<file path="src/rtl/dma_pkg.sv">
package dma_pkg;
  typedef enum logic [2:0] {
    ST_IDLE,
    ST_REQ_HOLD,
    ST_ACK,
    ST_XFER,
    ST_RELEASE
  } dma_state_e;
endpackage

</file>
<file path="src/rtl/dma_regs.sv">
module dma_regs #(
  parameter int ADDR_W = 16,
  parameter int CNT_W  = 16,
  parameter int CFG_W  = (ADDR_W > CNT_W) ? ADDR_W : CNT_W
) (
  input  logic              clk,
  input  logic              rst_n,
  input  logic              cfg_we,
  input  logic              cfg_sel,
  input  logic [CFG_W-1:0]  cfg_wdata,
  input  logic              lock,
  input  logic              step,
  output logic [ADDR_W-1:0] cur_addr,
  output logic              cnt_zero,
  output logic              cnt_last
);
  logic [CNT_W-1:0] cnt_q;

  always_ff @(posedge clk) begin
    if (!rst_n) begin
      cur_addr <= '0;
      cnt_q    <= '0;
    end else if (step) begin
      cur_addr <= cur_addr + 1'b1;
      cnt_q    <= cnt_q - 1'b1;
    end else if (cfg_we && !lock) begin
      if (cfg_sel) cnt_q    <= cfg_wdata[CNT_W-1:0];
      else         cur_addr <= cfg_wdata[ADDR_W-1:0];
    end
  end

  assign cnt_zero = (cnt_q == '0);
  assign cnt_last = (cnt_q == CNT_W'(1));

  // one word advances address and count by one each
  assert_addr_step_R6: assert property (@(posedge clk) disable iff (!rst_n)
    step |=> (cur_addr == ADDR_W'($past(cur_addr) + 1'b1)) &&
             (cnt_q == CNT_W'($past(cnt_q) - 1'b1)));

  // locked writes leave both registers untouched
  assert_cfg_lock_R10: assert property (@(posedge clk) disable iff (!rst_n)
    (lock && cfg_we && !step) |=> (cur_addr == $past(cur_addr)) && (cnt_q == $past(cnt_q)));
endmodule

</file>
<file path="src/rtl/dma_fsm.sv">
module dma_fsm
  import dma_pkg::*;
(
  input  logic clk,
  input  logic rst_n,
  input  logic dev_req,
  input  logic hold_ack,
  input  logic cnt_zero,
  input  logic cnt_last,
  output logic bus_hold,
  output logic dev_ack,
  output logic xfer,
  output logic tc_done
);
  dma_state_e state, state_nx;

  always_comb begin
    state_nx = state;
    unique case (state)
      ST_IDLE:     if (dev_req && !cnt_zero) state_nx = ST_REQ_HOLD;
      ST_REQ_HOLD: if (hold_ack)             state_nx = ST_ACK;
      ST_ACK:                                state_nx = ST_XFER;
      ST_XFER:     if (cnt_last || !dev_req) state_nx = ST_RELEASE;
      ST_RELEASE:                            state_nx = ST_IDLE;
      default:                               state_nx = ST_IDLE;
    endcase
  end

  always_ff @(posedge clk) begin
    if (!rst_n) begin
      state   <= ST_IDLE;
      tc_done <= 1'b0;
    end else begin
      state   <= state_nx;
      tc_done <= (state == ST_XFER) && cnt_last;
    end
  end

  assign bus_hold = (state == ST_REQ_HOLD) || (state == ST_ACK) || (state == ST_XFER);
  assign dev_ack  = (state == ST_ACK) || (state == ST_XFER);
  assign xfer     = (state == ST_XFER);

  // no acknowledge phase without a sampled grant
  assert_grant_first_R3: assert property (@(posedge clk) disable iff (!rst_n)
    (state == ST_REQ_HOLD && !hold_ack) |=> (state == ST_REQ_HOLD));

  // bus request never drops before the transfer phase
  assert_hold_kept_R2: assert property (@(posedge clk) disable iff (!rst_n)
    (bus_hold && !xfer) |=> bus_hold);

  // completion pulse lasts one cycle and comes with the bus released
  assert_tc_single_R7: assert property (@(posedge clk) disable iff (!rst_n)
    tc_done |=> !tc_done);
  assert_tc_released_R7: assert property (@(posedge clk) disable iff (!rst_n)
    tc_done |-> !bus_hold && !dev_ack);

  // a released bus stays released for at least one more cycle
  assert_hold_gap_R9: assert property (@(posedge clk) disable iff (!rst_n)
    $fell(bus_hold) |=> !bus_hold);

  // empty count never starts a bus request
  assert_zero_count_R11: assert property (@(posedge clk) disable iff (!rst_n)
    (state == ST_IDLE && cnt_zero) |=> !bus_hold);
endmodule

</file>
<file path="src/rtl/dma_flyby_ctrl.sv">
module dma_flyby_ctrl #(
  parameter int ADDR_W = 16,
  parameter int CNT_W  = 16,
  parameter int CFG_W  = (ADDR_W > CNT_W) ? ADDR_W : CNT_W
) (
  input  logic              clk,
  input  logic              rst_n,
  input  logic              cfg_we,
  input  logic              cfg_sel,
  input  logic [CFG_W-1:0]  cfg_wdata,
  input  logic              dev_req,
  output logic              dev_ack,
  output logic              bus_hold,
  input  logic              hold_ack,
  output logic [ADDR_W-1:0] mem_addr,
  output logic              mem_addr_oe,
  output logic              io_rd,
  output logic              mem_wr,
  output logic              tc_done
);
  logic [ADDR_W-1:0] cur_addr;
  logic cnt_zero, cnt_last, xfer;

  dma_regs #(.ADDR_W(ADDR_W), .CNT_W(CNT_W), .CFG_W(CFG_W)) regs_i (
    .clk(clk), .rst_n(rst_n), .cfg_we(cfg_we), .cfg_sel(cfg_sel),
    .cfg_wdata(cfg_wdata), .lock(bus_hold), .step(xfer),
    .cur_addr(cur_addr), .cnt_zero(cnt_zero), .cnt_last(cnt_last)
  );

  dma_fsm fsm_i (
    .clk(clk), .rst_n(rst_n), .dev_req(dev_req), .hold_ack(hold_ack),
    .cnt_zero(cnt_zero), .cnt_last(cnt_last), .bus_hold(bus_hold),
    .dev_ack(dev_ack), .xfer(xfer), .tc_done(tc_done)
  );

  assign mem_addr_oe = xfer;
  assign mem_addr    = xfer ? cur_addr : '0;
  assign io_rd       = xfer;
  assign mem_wr      = xfer;

  // a strobed word always has the address driven and the peripheral acknowledged
  assert_word_frame_R5: assert property (@(posedge clk) disable iff (!rst_n)
    io_rd |-> mem_wr && mem_addr_oe && dev_ack && bus_hold);
endmodule

</file>
<file path="config.mk">
export PLATFORM = sky130hd
export DESIGN_NAME = dma_flyby_ctrl
export DESIGN_NICKNAME = d
export VERILOG_FILES = /design/src/rtl/dma_pkg.sv /design/src/rtl/dma_regs.sv /design/src/rtl/dma_fsm.sv /design/src/rtl/dma_flyby_ctrl.sv
export SDC_FILE = /design/constraint.sdc
export NUM_CORES = 1
export LEC_CHECK = 0
export BUFFER_PORTS_ARGS = -buffer_cell sky130_fd_sc_hd__buf_2
export CAP_MARGIN = 0
export CORE_MARGIN = 5
export CORE_UTILIZATION = 45
export DETAILED_ROUTE_END_ITERATION = 10
export PLACE_DENSITY = 0.65
export SYNTH_ARGS = -nofsm -noshare
export SYNTH_HDL_FRONTEND = slang
export SYNTH_SLANG_ARGS = --single-unit
</file>
<file path="constraint.sdc">
create_clock -name clk -period 2.7 [get_ports clk]
set_input_delay 0.405 -clock clk [delete_from_list [all_inputs] [get_ports clk]]
set_output_delay 0.405 -clock clk [all_outputs]
set_load 0.05 [all_outputs]
</file>
== Yosys cells after proc, flatten, opt, wreduce, memory -nomap -nowiden ==
Cells that the tools add are included.
Word-level totals
  logic and storage cells: 42
  flip-flop bits (word level): 36
  input bits: 22
Operators by class
  reductions and logical operators: 17
  $add $sub $neg: 2
  equal/unequal tests: 8
  mux-type cells: 11
Operator list (number)
  $mux W16: 7
  $add A16 B1 Y16 const B: 1
  $eq A16 B1 Y1 const B: 1
  $logic_not A16 Y1: 1
  $sub A16 B1 Y16 const B: 1
  $pmux W3 S4: 1
  $mux W3: 3
  $eq A3 B2 Y1 const B: 2
  $ne A2 B1 Y1 const B: 3
  $logic_or A1 B1 Y1: 4
  $reduce_and A2 Y1: 2
  $reduce_bool A2 Y1: 2
  $eq A3 B1 Y1 const B: 1
  $logic_and A1 B1 Y1: 3
  $logic_not A1 Y1: 3
  $logic_not A3 Y1: 1
  $reduce_and A3 Y1: 1
  $ne A2 B2 Y1 const B: 1

== Longest topological paths before layout ==
Gate-level depths: netlist of the first run.
  depth after elaboration: 7
  mapped depth: 8
  mapped depth without buffers: 6

== Cells and area by module ==
From an unflattened synthesis of the first run, not the netlist that was laid out.
Second synthesis, totals
  cells, all modules: 270
  area, all modules: 2187.1 um2
Modules (own cells, without submodules)
  dma_regs: area an instance 1863.0 um2, times used 1, cells an instance 230
  dma_fsm: area an instance 182.7 um2, times used 1, cells an instance 21
  dma_flyby_ctrl: area an instance 141.4 um2, times used 1, cells an instance 19

== Worst setup path before layout of the first run ==
Ideal clock, no wire load.
  kind: reg2out
  start point: reg fsm_i.state[0]
  end point: out mem_addr[11]
  required time: 2.295 ns
  setup slack: 0.479 ns
  buffers on the path: 2
  cell stages (with the launch flop): 6
  arrival time: 1.816 ns
  path through: dfxtp_1 -> buf_4 -> nand3b_4 -> inv_2 -> clkbuf_1 -> and2_1
On the way
  word-level cells in the longest chain between the ends: 2
RTL lines
  start: declaration: line dma_fsm.sv:15  | dma_state_e state, state_nx;
  start signal: assignment: line dma_fsm.sv:34  | state <= state_nx;
  $eq A3 B2 Y1: line dma_fsm.sv:41  | assign xfer = (state == ST_XFER);
  net io_rd: line dma_flyby_ctrl.sv:17  | output logic io_rd,
  $mux W16: line dma_flyby_ctrl.sv:37  | assign mem_addr = xfer ? cur_addr : '0;
  end: declaration: line dma_flyby_ctrl.sv:15  | output logic [ADDR_W-1:0] mem_addr,
The timed path passes the listed nets, and every way through them passes these cells.

== Final worst setup path of the first run ==
  start point: reg fsm_i.state[1]
  end point: out mem_addr[2]
On the way
  word-level cells in the longest chain between the ends: 2
RTL lines (line)
  $eq A3 B2 Y1: dma_fsm.sv:41
  $mux W16: dma_flyby_ctrl.sv:37
Every way passes these cells.

==> flow_summary.json, run 1 <==
{
  "cts_setup_buffers": 0,
  "synth_area_leaders": "dfxtp_1, nand2_1, and2_1",
  "syn_inst": 289,
  "grt_max_degree": 33,
  "cts_sinks": 36,
  "grt_usage": 0.202,
  "internal_power_w": 0.00110,
  "yosysWarningCount": 0,
  "first_pass_iters": 5,
  "port_buffers": 43,
  "htreeDepth": 2,
  "ant_nets": 0,
  "cts-root-buf": "clkbuf_8",
  "antenna_found_initial": 0,
  "fin_util": 0.525,
  "viasPerCell": 5.95,
  "rsz0062_at_grt": "no",
  "status": "completed",
  "totalWireLength_mm": 6.36,
  "slew_headroom": 0.625,
  "p_leak_nw": 1.08,
  "syn_to_final_growth_pct": 14.9,
  "drc_errors": 0,
  "tns_ns": 0,
  "clk_pin_slew_ns": 0.07,
  "cts.repair.resized": 0,
  "drt_iter0_drc": 179,
  "cts_tree": "yes",
  "skew_ns": 0.00335,
  "fin_crit_ns": 2.42,
  "seqPwrFrac": 0.392,
  "clockPowerShare": 0.211,
  "die_h_microns": 81.3,
  "max_cap_violations": 0,
  "whs_ns": 0.393,
  "tightest_slew_ns": 0.562,
  "critPathLaunchType": "flop",
  "critical_path.max_fanout": 30,
  "synth_seq_cells": 36,
  "combPwrFrac": 0.397,
  "n_fill_cell": 527,
  "finalCritPeriodShare": 0.897,
  "vias": 2370,
  "antenna_cells": 0,
  "multi_input_area_sq_mm": 0.00143,
  "num_rows": 26,
  "crit_arrival_ns": 2.02,
  "cp.required_ns": 2.30,
  "yosysSeqAreaShare": 0.315,
  "cts-buffers-inserted": 5,
  "switching_share": 0.422,
  "synth_area_leader_cell": "dfxtp_1",
  "die_w_microns": 81.3,
  "powerDensity_mw_per_mm2": 727,
  "drive_above_1_share": 0.201,
  "max_clock_freq_ghz": 0.413,
  "seq_area_sq_um": 721,
  "wl_per_cell_microns": 16.0,
  "initial_core_util": 0.457,
  "dp_hpwl_mm": 4.63,
  "gr-total-overflow": 0,
  "async_flop_share": 0,
  "grt_pass1_wl_mm": 10.4,
  "syn_avg_cell_area_sq_um": 7.91,
  "routabilityCongestion": 0.852,
  "synth.cell_area_sq_mm": 0.00229,
  "yosysTopAreaCellShare": 0.315,
  "hold_class": "in2reg",
  "synth.distinct_cells": 56,
  "ir_worst_vdd_v": 0.000442,
  "clockBufferDepth": 2,
  "synth_edf_count": 0,
  "hold_violations": 0,
  "ys.flop_type": "dfxtp_1",
  "hold_buffers": 0,
  "switching_power_w": 0.000806,
  "core_area_sq_mm": 0.00501,
  "clkLatencyLatePin_ns": 0.28,
  "slew_violations": 0,
  "final_nets": 352,
  "syn_nets": 314,
  "setup_viol": 0,
  "first_global_vias": 2113,
  "crit_path_end_kind": "primary output",
  "crit_type": "reg2out",
  "die_area_sq_mm": 0.00661,
  "pin_count": 44
}
==> metrics by stage <==
stage / instances / worst slack (ns) / cell area (sq um) / total power, W
global route: 398 / 0.121 / 2630 / 0.00205
CTS: 398 / 0.275 / 2630 / 0.00191
global placement: 390 / 0.652 / 2540 / 0.00151
finish: 398 / 0.277 / 2630 / 0.00191
floorplan: 289 / 0.479 / 2290 / 0.00133
detailed placement: 390 / 0.593 / 2540 / 0.00151
==> cell families after synthesis <==
logic type	count (synthesis)	synth area share
xor+xnor	1	0.00383
fa+ha+maj	3	0.0164
compound gates	98	0.291
simple gates	118	0.296
flops	36	0.315
mux	4	0.0186
buf+inv	29	0.0585
==> cells in the final DEF, fill, tap and decap left out, drive strengths merged, types with 3 or more instances in the layout <==
cell / count
buf: 48
dfxtp: 36
nand2: 30
a21oi: 20
o21ai: 19
and2: 17
nor2: 16
a31oi: 13
inv: 11
nand3: 10
or3: 8
a211oi: 8
clkbuf: 8
nand4: 6
o211ai: 6
a311oi: 6
nor4: 5
and3: 4
nor3: 4
nand3b: 4
o311ai: 3
o21a: 3
a2bb2oi: 3
and4: 3
ha: 3
or2: 3
==> path summary, 6_finish.rpt <==
path | to | depth (start not counted) | slack (ns) | from
hold / removal | regs_i.cur_addr[4] | 3 | 0.39 | cfg_wdata[4]
setup reg to reg | regs_i.cnt_q[12] | 5 | 0.59 | fsm_i.state[1]
hold reg to reg | regs_i.cur_addr[8] | 1 | 0.48 | regs_i.cur_addr[8]
setup / recovery | mem_addr[2] | 5 | 0.28 | fsm_i.state[1]
==> power by group through the flow <==
| stage | logic [W] | registers [W] | clock network [W] |
|---|---|---|---|
| floorplan | 0.000617 | 0.000709 | 0 |
| global placement | 0.000751 | 0.000755 | 0 |
| detailed placement | 0.000754 | 0.000758 | 0 |
| CTS | 0.000756 | 0.000746 | 0.000412 |
| global route | 0.000838 | 0.000768 | 0.000444 |
| finish | 0.000758 | 0.000749 | 0.000403 |
==> state kept, by name, summed over array words and instances, names as in the netlist <==
name,flops
regs_i.cur_addr,16
fsm_i.tc_done,1
fsm_i.state,3
regs_i.cnt_q,16
==> layer usage <==
layer | GRT usage | part of all wire | vias up | wire length [microns]
li1 | - | - | 1168 | -
met2 | 0.316 | 0.46 | 103 | 2930
met1 | 0.277 | 0.46 | 1089 | 2930
met3 | 0.0432 | 0.068 | 10 | 430
met4 | 0.0574 | 0.012 | 0 | 79
met5 | 0 | 0 | - | 0
==> layout make-up <==
type / instances / share of cell area
clock buffer: 8 / 0.0343
inverter: 12 / 0.0171
multi-input combinational: 224 / 0.545
sequential: 36 / 0.274
tap: 70 / 0.0333
timing repair buffer: 48 / 0.0961
==> Yosys cell counts (all sizes together) (2+ instances only) <==
master / instances
a2bb2oi: 3
a21oi: 20
a31oi: 13
dfxtp: 36
o31ai: 2
ha: 3
o21a: 3
nor4b: 2
and4: 3
nor2: 16
nor2b: 2
nand4: 6
a311oi: 6
a211oi: 8
inv: 11
o211ai: 6
o311a: 2
o21ai: 19
nand3b: 4
or4: 2
o2bb2ai: 2
or2: 3
o311ai: 3
mux2i: 2
buf: 10
nor3: 4
and3: 4
clkbuf: 7
mux2: 2
and2: 17
nor4: 5
nand3: 10
nand2: 30
o32ai: 2
or3: 8
==> critical path, stage by stage, from the launching register on <==
cell,delay [ns]
dfxtp_1,0.60
nand3b_4,0.12
inv_2,0.37
buf_4,0.25
and2_1,0.13
buf_2,0.25
Note: power is estimated with default switching activity, not from simulation.
==> inputs of run 2 (changes only) <==
==> constraint.sdc (replaced) <==
create_clock -name clk -period 2.3 [get_ports clk]
set_input_delay 0.345 -clock clk [delete_from_list [all_inputs] [get_ports clk]]
set_output_delay 0.345 -clock clk [all_outputs]
set_load 0.05 [all_outputs]
==> run 2 against run 1 <==
  * Final area grew 1.9%
  * Critical path depth is the same
  * Largest power group unchanged
  * Non-clock buffer count grew 2
==> flow_summary.json, run 2 (synthesis gave the netlist of run 1 again) <==
{
  "whs_ns": 0.316,
  "hold_class": "in2reg",
  "hold_violations": 0,
  "final_cell_mix": "buf_2, dfxtp_1, nand2_1, a21oi_1, o21ai_0",
  "drive_above_1_share": 0.215,
  "gr-total-overflow": 0,
  "setup_viol": 0,
  "die_w_microns": 81.3,
  "tns_ns": 0,
  "port_buffers": 43,
  "cp.required_ns": 1.96,
  "initial_core_util": 0.457,
  "max_clock_freq_ghz": 0.463,
  "clk_pin_slew_ns": 0.08,
  "crit_arrival_ns": 1.81,
  "pin_count": 44,
  "die_h_microns": 81.3,
  "cts_sinks": 36,
  "crit_path_end_kind": "primary output",
  "cts-buffers-inserted": 5,
  "drc_errors": 0,
  "clockBufferDepth": 2,
  "grt_pass1_wl_mm": 10.5,
  "wl_per_cell_microns": 16.1,
  "tightest_slew_ns": 0.586,
  "finalCritPeriodShare": 0.939,
  "dp_hpwl_mm": 4.75,
  "hold_buffers": 0,
  "core_area_sq_mm": 0.00501,
  "reg.largest.list": "regs_i.cnt_q: 16 flops, regs_i.cur_addr: 16 flops, fsm_i.state: 3 flops",
  "critPathLaunchType": "flop",
  "ant_nets": 0,
  "cts_tree": "yes",
  "slew_violations": 0,
  "vias": 2315,
  "skew_ns": 0.0107,
  "totalWireLength_mm": 6.45,
  "crit_type": "reg2out",
  "ir_worst_vdd_v": 0.000323,
  "clkLatencyLatePin_ns": 0.30,
  "slew_headroom": 0.607,
  "powerDensity_mw_per_mm2": 877,
  "fin_crit_ns": 2.16,
  "cts-root-buf": "clkbuf_8",
  "max_cap_violations": 0,
  "routabilityCongestion": 0.854,
  "num_rows": 26,
  "die_area_sq_mm": 0.00661,
  "p_leak_nw": 1.10,
  "first_global_vias": 2175,
  "syn_to_final_growth_pct": 17.1,
  "status": "completed",
  "final_common_cell": "buf_2",
  "drt_iter0_drc": 178,
  "rsz0062_at_grt": "no",
  "grt_usage": 0.202,
  "first_pass_iters": 4,
  "final_nets": 354,
  "grt_max_degree": 25,
  "viasPerCell": 5.79,
  "antenna_cells": 0,
  "critical_path.max_fanout": 24,
  "htreeDepth": 2,
  "antenna_found_initial": 0
}
==> run 2: changes by cell type in the layout (fill, tap and decap cells not counted), sizes merged <==
| cell | change |
|---|---|
| clkbuf | -3 |
| buf | +2 |
| bufinv | +1 |
| clkinv | +1 |
| clkinvlp | +1 |
==> run 2: metal layers <==
| layer | routed length (microns) | GRT usage | vias to the layer above |
|---|---|---|---|
| li1 | - | - | 1179 |
| met1 | 2940 | 0.262 | 1076 |
| met2 | 3120 | 0.345 | 57 |
| met3 | 359 | 0.0399 | 3 |
| met4 | 36 | 0.0456 | 0 |
| met5 | 0 | 0 | - |
==> run 2: per-stage QoR <==
step           area (sq um)  total power, W  instances  setup slack [ns]   util
2_1_floorplan          2290         0.00156        289             0.139      -
3_3_place_gp           2570         0.00177        392             0.402  0.512
3_5_place_dp           2570         0.00178        392             0.367  0.512
4_1_cts                2680         0.00236        400            0.0666  0.534
5_1_grt                2680         0.00251        400            0.0374  0.535
6_report               2680         0.00235        400             0.140  0.535
==> run 2: area by class of cell <==
cell class                      count  area, sq um
Clock buffer                        5         68.8
Clock inverter                      3         42.5
Fill cell                         512         2330
Inverter                           12         45.0
Multi-Input combinational cell    224         1430
Sequential cell                    36          722
Tap cell                           70         87.6
Timing Repair Buffer               50          280
==> run 2: what timing repair did <==
item	4_1_cts	5_1_grt
buffers inserted	0	0
gates resized for setup	0	1
setup endpoints to repair	0	11
==> run 2: worst paths after layout <==
kind / startpoint / endpoint / slack [ns] / cells past startpoint
setup / recovery: fsm_i.state[0] / mem_addr[10] / 0.14 / 5
hold / removal: cfg_wdata[4] / regs_i.cur_addr[4] / 0.32 / 3
setup reg to reg: regs_i.cur_addr[1] / regs_i.cur_addr[12] / 0.36 / 5
hold reg to reg: regs_i.cur_addr[8] / regs_i.cur_addr[8] / 0.49 / 1
==> run 2: worst max-delay path, stage by stage (launching register included) <==
cell	delay (ns)
dfxtp_1	0.54
nand3b_4	0.11
inv_2	0.26
buf_12	0.20
and2_1	0.15
buf_2	0.26
==> run 2: power breakdown <==
part,total (W),switching [W],internal [W],leakage [nW]
sequential,0.000881,0.000151,0.000730,0.294
combinational,0.000898,0.000566,0.000332,0.753
clock,0.000570,0.000249,0.000321,0.0541
==> inputs of run 3 (changes only) <==
--- a/config.mk
+++ b/config.mk
@@ -8,9 +8,9 @@
 export BUFFER_PORTS_ARGS = -buffer_cell sky130_fd_sc_hd__buf_2
 export CAP_MARGIN = 0
 export CORE_MARGIN = 5
-export CORE_UTILIZATION = 45
+export CORE_UTILIZATION = 55
 export DETAILED_ROUTE_END_ITERATION = 10
-export PLACE_DENSITY = 0.65
+export PLACE_DENSITY = 0.77
 export SYNTH_ARGS = -nofsm -noshare
 export SYNTH_HDL_FRONTEND = slang
 export SYNTH_SLANG_ARGS = --single-unit
==> run 3 against run 2 <==
  * Clock skew decreased by 0.0030 ns
  * Sequential power about the same
  * Die area decreased by 16%
  * Clock power decreased by 16%
  * Sequential cell count unchanged
  * Combinational power about the same
  * Sequential share of layout area increased by 0.55 points
==> flow_summary.json, run 3 (synthesis gave the netlist of run 1 again) <==
{
  "p_leak_nw": 1.09,
  "routabilityCongestion": 0.849,
  "slew_violations": 0,
  "fin_crit_ns": 2.13,
  "drc_errors": 0,
  "htreeDepth": 2,
  "core_area_sq_mm": 0.00403,
  "die_area_sq_mm": 0.00555,
  "critical_path.max_fanout": 27,
  "slew_headroom": 0.650,
  "die_h_microns": 74.5,
  "tns_ns": 0,
  "hold_violations": 0,
  "r2r_cells": 5,
  "cts_sinks": 36,
  "final_common_cell": "buf_2",
  "max_clock_freq_ghz": 0.470,
  "initial_core_util": 0.568,
  "cpPeakStageDelay_ns": 0.54,
  "r2r_end": "regs_i.cur_addr[12]",
  "rsz0062_at_grt": "no",
  "drt_iter0_drc": 221,
  "clkLatencyLatePin_ns": 0.30,
  "n_fill_cell": 357,
  "status": "completed",
  "drive_above_1_share": 0.207,
  "clk_pin_slew_ns": 0.07,
  "die_w_microns": 74.5,
  "tightest_slew_ns": 0.522,
  "cts_tree": "yes",
  "final_nets": 353,
  "path_cells": "nand3b_4 > inv_2 > buf_12 > and2_1 > buf_2",
  "grt_max_degree": 28,
  "syn_to_final_growth_pct": 14.8,
  "internal_power_w": 0.00131,
  "num_rows": 23,
  "endpoint": "mem_addr[5]",
  "crit_arrival_ns": 1.78,
  "wl_per_cell_microns": 16.6,
  "antenna_cells": 0,
  "cp.required_ns": 1.96,
  "seqPwrFrac": 0.391,
  "cts.repair.resized": 0,
  "finalCritPeriodShare": 0.924,
  "busiest_layer": "met2",
  "use_met3": 0.0541,
  "dp_hpwl_mm": 4.63,
  "reg.largest.list": "regs_i.cnt_q: 16 flops, regs_i.cur_addr: 16 flops, fsm_i.state: 3 flops",
  "switching_power_w": 0.000951,
  "hp-start": "cfg_wdata[4]",
  "ant_nets": 0,
  "port_buffers": 43,
  "ir_worst_vdd_v": 0.000526,
  "grt_pass1_wl_mm": 10.4,
  "hold_class": "in2reg",
  "cts-root-buf": "clkbuf_8",
  "skew_ns": 0.00770,
  "crit_type": "reg2out",
  "switching_share": 0.421,
  "first_global_vias": 2155,
  "combPwrFrac": 0.397,
  "grtUsageMet2": 0.375,
  "rr_startpoint": "regs_i.cur_addr[1]",
  "setup_viol": 0,
  "gr-total-overflow": 0,
  "grt_usage": 0.242,
  "clockBufferDepth": 2,
  "first_pass_iters": 5,
  "antenna_found_initial": 0,
  "crit_path_end_kind": "primary output",
  "hold_buffers": 0,
  "cts_setup_buffers": 0,
  "final_cell_mix": "buf_2, dfxtp_1, nand2_1, a21oi_1, o21ai_0",
  "clockPowerShare": 0.211,
  "cp-startpoint": "fsm_i.state[0]",
  "totalWireLength_mm": 6.29,
  "cts-buffers-inserted": 5,
  "critPathLaunchType": "flop",
  "slowest_stage": "dfxtp_1",
  "viasPerCell": 6.34,
  "powerDensity_mw_per_mm2": 860,
  "pin_count": 44,
  "fin_util": 0.652,
  "max_cap_violations": 0,
  "grtUsageMet1": 0.329,
  "vias": 2404,
  "r2r_setup_slack_ns": 0.40
}
## run 3: power groups by stage
stage               clock network (W)  registers, W  logic [W]
floorplan                           0      0.000832   0.000724
global placement                    0      0.000885   0.000871
detailed placement                  0      0.000893   0.000885
CTS                          0.000480      0.000879   0.000889
global route                 0.000509      0.000903   0.000984
finish                       0.000477      0.000884   0.000898
## run 3: worst min-delay path by stage
| stage | endpoint | slack (ns) | cells after the start |
|---|---|---|---|
| 5_1_grt | regs_i.cur_addr[12] | 0.33 | 3 |
| 4_1_cts | regs_i.cur_addr[4] | 0.31 | 3 |
| 3_5_place_dp | regs_i.cnt_q[13] | 0.49 | 2 |
| 3_3_place_gp | regs_i.cur_addr[8] | 0.47 | 1 |
| 2_1_floorplan | regs_i.cur_addr[8] | 0.45 | 1 |
| 6_report | regs_i.cur_addr[4] | 0.31 | 3 |
## run 3: area by class of cell
type                       count  area [sq um]  share of cell area
sequential                    36           722               0.275
timing repair buffer          49           273               0.104
multi-input combinational    224          1430               0.546
clock buffer                   8          90.1              0.0343
tap                           50          62.6              0.0238
inverter                      12          45.0              0.0172
## run 3: metrics by stage
stage	setup WS [ns]	hold WS [ns]	cell area [sq um]	total power, W	std cells
floorplan	0.139	0.447	2290	0.00156	289
global route	0.105	0.330	2630	0.00240	379
detailed placement	0.421	0.494	2530	0.00178	371
finish	0.174	0.313	2630	0.00226	379
global placement	0.442	0.466	2530	0.00176	371
CTS	0.107	0.309	2620	0.00225	379
## run 3: per-layer routing
| layer | vias up | share of wire |
|---|---|---|
| met1 | 1117 | 0.43 |
| met3 | 13 | 0.090 |
| li1 | 1176 | - |
| met2 | 98 | 0.47 |
| met5 | - | 0 |
| met4 | 0 | 0.017 |
## run 3: worst max-delay path: cells and delay by family, from the launching register on
kind	cells	cell delay, ns
buf+inv	3	0.67
flops	1	0.54
simple gates	2	0.26
